<file path="src/rtl/div16_unit.sv">
module div16_unit (
  input  logic        clk,
  input  logic        rst_n,
  input  logic        start,
  input  logic [1:0]  mode,
  input  logic [15:0] dividend,
  input  logic [15:0] divisor,
  output logic        busy,
  output logic        done,
  output logic [15:0] quotient,
  output logic [15:0] remainder,
  output logic        flag_n,
  output logic        flag_z,
  output logic        flag_v,
  output logic        flag_c
);
  localparam logic [1:0] M_SGN = 2'd1;
  localparam logic [1:0] M_FRC = 2'd2;
  localparam logic [3:0] LAST  = 4'd11;
  localparam logic [3:0] NSTEP = 4'd8;

  logic [3:0]  cnt;
  logic [1:0]  md;
  logic        neg_q, neg_r, zero_d, frc_ovf;
  logic [15:0] dvs, pr, acc, a_org;

  function automatic logic [31:0] dstep(input logic [31:0] s, input logic [15:0] d);
    logic [16:0] t, diff;
    t    = {s[31:16], s[15]};
    diff = t - {1'b0, d};
    if (t >= {1'b0, d}) return {diff[15:0], s[14:0], 1'b1};
    else                return {t[15:0], s[14:0], 1'b0};
  endfunction

  wire        sgn   = (mode == M_SGN);
  wire        frc   = (mode == M_FRC);
  wire [15:0] a_mag = (sgn && dividend[15]) ? -dividend : dividend;
  wire [15:0] b_mag = (sgn && divisor[15])  ? -divisor  : divisor;

  wire [31:0] s1 = dstep({pr, acc}, dvs);
  wire [31:0] s2 = dstep(s1, dvs);

  wire        spec  = zero_d | frc_ovf;
  wire [15:0] q_sg  = neg_q ? -acc : acc;
  wire [15:0] r_sg  = neg_r ? -pr  : pr;
  wire [15:0] q_fin = spec ? 16'hFFFF : q_sg;
  wire [15:0] r_fin = spec ? a_org    : r_sg;
  wire        s_ovf = (md == M_SGN) && !zero_d && (a_org == 16'h8000) && (dvs == 16'd1) && !neg_q;
  wire        v_fin = (md == M_FRC) ? frc_ovf : s_ovf;
  wire        n_fin = (md == M_SGN) ? q_fin[15] : flag_n;

  always_ff @(posedge clk or negedge rst_n) begin
    if (!rst_n) begin
      busy <= 1'b0; done <= 1'b0; cnt <= '0; md <= '0;
      neg_q <= 1'b0; neg_r <= 1'b0; zero_d <= 1'b0; frc_ovf <= 1'b0;
      dvs <= '0; pr <= '0; acc <= '0; a_org <= '0;
      quotient <= '0; remainder <= '0;
      flag_n <= 1'b0; flag_z <= 1'b0; flag_v <= 1'b0; flag_c <= 1'b0;
    end else begin
      done <= 1'b0;
      if (!busy) begin
        if (start) begin
          busy    <= 1'b1;
          cnt     <= '0;
          md      <= mode;
          a_org   <= dividend;
          dvs     <= b_mag;
          neg_q   <= sgn && (dividend[15] ^ divisor[15]);
          neg_r   <= sgn && dividend[15];
          zero_d  <= (divisor == 16'd0);
          frc_ovf <= frc && (divisor <= dividend);
          pr      <= frc ? dividend : 16'd0;
          acc     <= frc ? 16'd0 : a_mag;
        end
      end else begin
        cnt <= cnt + 4'd1;
        if (cnt < NSTEP) {pr, acc} <= s2;
        if (cnt == LAST) begin
          busy      <= 1'b0;
          done      <= 1'b1;
          quotient  <= q_fin;
          remainder <= r_fin;
          flag_n    <= n_fin;
          flag_z    <= (q_fin == 16'd0);
          flag_v    <= v_fin;
          flag_c    <= zero_d;
        end
      end
    end
  end

  AST_DONE_ONE_CYCLE: assert property (@(posedge clk) disable iff (!rst_n) done |=> !done);
  AST_DONE_IDLE: assert property (@(posedge clk) disable iff (!rst_n) done |-> !busy);
  AST_RESULT_HOLD: assert property (@(posedge clk) disable iff (!rst_n)
    !done |-> ($stable(quotient) && $stable(remainder) && $stable(flag_z) && $stable(flag_c)));
  AST_UNS_NO_V: assert property (@(posedge clk) disable iff (!rst_n)
    (done && md != M_SGN && md != M_FRC) |-> !flag_v);
  AST_DIV0_RESULT: assert property (@(posedge clk) disable iff (!rst_n)
    (done && flag_c) |-> (quotient == 16'hFFFF && remainder == a_org && !flag_z));
  AST_BUSY_HELD: assert property (@(posedge clk) disable iff (!rst_n)
    (busy && cnt != LAST) |=> busy);
endmodule

</file>
<file path="config.mk">
export PLATFORM = sky130hd
export DESIGN_NAME = div16_unit
export DESIGN_NICKNAME = d
export VERILOG_FILES = /design/src/rtl/div16_unit.sv
export SDC_FILE = /design/constraint.sdc
export NUM_CORES = 1
export LEC_CHECK = 0
export BUFFER_PORTS_ARGS = -buffer_cell sky130_fd_sc_hd__buf_2
export CAP_MARGIN = 20
export CORE_UTILIZATION = 31
export DETAILED_ROUTE_END_ITERATION = 10
export PLACE_DENSITY = 0.55
export SLEW_MARGIN = 15
export SYNTH_ARGS = -nofsm -noshare
export SYNTH_HDL_FRONTEND = slang
export SYNTH_SLANG_ARGS = --single-unit
</file>
<file path="constraint.sdc">
create_clock -name clk -period 10.02 [get_ports clk]
set_clock_uncertainty 0.05 [all_clocks]
set_input_delay 0.501 -clock clk [delete_from_list [all_inputs] [get_ports clk]]
set_output_delay 0.501 -clock clk [all_outputs]
set_load 0.01 [all_outputs]
</file>
==> results_dict.tcl <==
set metrics [dict create \
    crit_slowest_cell "nor2_1" \
    seq_area_sq_mm 0.00280 \
    cp_max_fo 13 \
    fmax_ghz 0.177 \
    violations "design-rule violations" \
    maxSlewHeadroom 0.277 \
    hpwl_microns 22500 \
    syn_area_sq_mm 0.00838 \
    worstPathArrival_ns 5.89 \
    syn_inst 1029 \
    synth-edff-count 0 \
    cts_hold_buf 0 \
    cts_resized 0 \
    row_count 59 \
    diodes 0 \
    final.setup.worst_slack_ns 4.38 \
    synth_top_area_frac 0.335 \
    cts-root-buf "clkbuf_16" \
    status "finished, violations left" \
    async_reset_ff_frac 1.00 \
    drv_slew 0 \
    clk_pin_slew_worst_paths_ns 0.08 \
    highest_layer "met5" \
    io_buffers 74 \
    worstSkewPairLatency_ns 0.38 \
    r2r_start "pr[11]$_DFFE_PN0P_" \
    pre_cts_ws_ns 4.49 \
    cp_num_buf_inv 0 \
    seq_area_frac_synth 0.335 \
    synth.avg_cell_area_sq_um 8.14 \
    startpoint_type "register" \
    wl_microns 28700 \
    finalHoldViolations 0 \
    drt-met1-wl_microns 14000 \
    tns_ns 0 \
    finalSetupViolations 0 \
    startpoint "pr[11]$_DFFE_PN0P_" \
    grt_pass1_wl_microns 44800 \
    cts_tree "built" \
    grt-ovfl-total 0 \
    synth_largest_area_cell "dfrtp_1" \
    synth_seq_cells 112 \
    die_x_microns 166 \
    n_fill_cell 2815 \
    cts_made_buffers 9 \
    period_share 0.563 \
    ys_warn_count 0 \
    vias 7840 \
    cts_post_setup_buffers_inserted 0 \
    syn_nets 1121 \
    grt_start_max_net_pins 64 \
    antenna_found_initial 1 \
    ys.flop_type "dfrtp_1" \
    clk_path_buf_depth 2 \
    coreArea_sq_mm 0.0263 \
    drtAntennaViolNets 0 \
    place.gp.congestion 0.898 \
    path_class "reg2reg" \
    cts.htree.levels 3 \
    die-area_sq_mm 0.0277 \
    placedInstanceArea_sq_mm 0.00904 \
    finalCriticalPeriod_ns 5.64 \
    grt_use_total 0.211 \
    drc 5 \
    crit_family "compound AO/OA/AOI/OAI gates" \
    rsz0062_at_grt "no" \
    end_kind "register" \
    routedWlPerCell_microns 20.3 \
    layout.cells.non_filler 1414 \
    tightest_slew_ns 1.08 \
    synth_cell_types 75 \
    synth_area_leaders "dfrtp_1 (33%), ha_1 (7.9%), o21ai_0 (6.1%), xnor2_1 (5.3%), nor2_1 (5.2%)" \
    drt-pass1-iter-count 8 \
    hold_path.class "in2async" \
    wl_met3_microns 1650 \
    met2_wirelength_microns 12500 \
    cts_sinks 112 \
    placed_cells 1397 \
    grt_pass1_vias 7463 \
    multiInputGateArea_sq_mm 0.00516 \
    fin_area_sq_mm 0.00934 \
    path_cells "ha_1 -> nand2_1 -> o21ai_1 -> a211oi_1 -> and3_1 -> nor2_1 -> a21oi_1 -> ha_1 -> nor2b_1 -> o31a_1 -> o41a_1 -> o31ai_4 -> o211a_1 -> o211a_2 -> mux2_1 -> o21ai_1" \
    required_ns 10.27 \
    die_h_microns 166 \
    critPathMaxStageDelay_ns 0.86 \
    cap_violations 0 \
    initialDrtViolationCount 834 \
    io_pins 75 \
    area_growth_pct 11.4 \
    avgViaCountPerCell 5.54 \
    drive_gt1_frac 0.113 \
    initial_core_util 0.319 \
    layout.nets 1166 \
]
-- cell families (layout without fill, tap and decap cells) --
family | after synthesis | in the layout | share of synthesized area
simple gates | 332 | 332 | 0.179
compound gates | 326 | 326 | 0.248
flops | 112 | 112 | 0.335
buf+inv | 109 | 159 | 0.0505
xor+xnor | 74 | 74 | 0.0774
fa+ha+maj | 55 | 55 | 0.0839
mux | 21 | 21 | 0.0261
-- cell usage after synthesis, types with 15 or more instances --
| library cell | instances |
|---|---|
| nand2_1 | 111 |
| a221oi_1 | 15 |
| xnor2_1 | 51 |
| o21ai_0 | 102 |
| nor2_1 | 117 |
| ha_1 | 53 |
| xor2_1 | 23 |
| o21ai_1 | 19 |
| nand3_1 | 20 |
| a21oi_1 | 69 |
| dfrtp_1 | 112 |
| inv_1 | 60 |
| nor3_1 | 18 |
| clkbuf_1 | 38 |
-- routing by layer --
| metal | track usage | vias to the layer above |
|---|---|---|
| li1 | - | 3793 |
| met1 | 0.308 | 3768 |
| met2 | 0.320 | 248 |
| met3 | 0.0391 | 29 |
| met4 | 0.0467 | 2 |
| met5 | 0 | - |
-- state kept, by name, indices dropped and copies added (netlist names) --
name	flops
flag_c	1
remainder	16
frc_ovf	1
quotient	16
dvs	16
acc	16
cnt	4
flag_n	1
flag_z	1
done	1
neg_q	1
flag_v	1
pr	16
busy	1
md	2
a_org	16
zero_d	1
neg_r	1
-- layout make-up --
type | count | share of cell area
well taps | 335 | 0.0449
repair buffers | 81 | 0.0456
inverters | 62 | 0.0249
clock buffers | 9 | 0.0241
multi-input cells | 808 | 0.553
flip-flops and latches | 112 | 0.300
clock inverters | 7 | 0.00724
-- layout by cell type (no fill, tap or decap), types with 13 or more instances in the layout --
master    Yosys  routed
nor2_1      117     117
o21ai_1      19      18
a21oi_1      69      69
a22oi_1      14      14
ha_1         53      53
a31oi_1      14      14
inv_1        60      60
nor4_1       13      13
a221oi_1     15      15
dfrtp_1     112     112
buf_2         5      73
nor3_1       18      17
xor2_1       23      23
o21ai_0     102     102
mux2i_1      14      14
nand3_1      20      20
xnor2_1      51      51
nand2_1     111     110
-- path summary, 6_finish.rpt --
check / to / slack (ns) / depth (start not counted)
worst max-delay path: pr[0]$_DFFE_PN0P_ / 4.38 / 16
worst min-delay path: done$_DFF_PN0_ / 0.12 / 1
worst max register to register: pr[0]$_DFFE_PN0P_ / 4.38 / 16
worst min register to register: remainder[6]$_DFFE_PN0P_ / 0.43 / 2
max in group asynchronous: quotient[15]$_DFFE_PN0P_ / 8.45 / 2
min in group clk: zero_d$_DFFE_PN0P_ / 0.36 / 2
-- per-stage QoR --
step / hold slack, ns / utilization
4_1_cts: 0.155 / 0.355
3_5_place_dp: 0.411 / 0.344
6_report: 0.121 / 0.355
3_3_place_gp: 0.407 / 0.344
5_1_grt: 0.184 / 0.355
2_1_floorplan: 0.155 / -
Power is not shown: default switching activity piles up to over one toggle a cycle in this logic, so the estimate is an artifact.
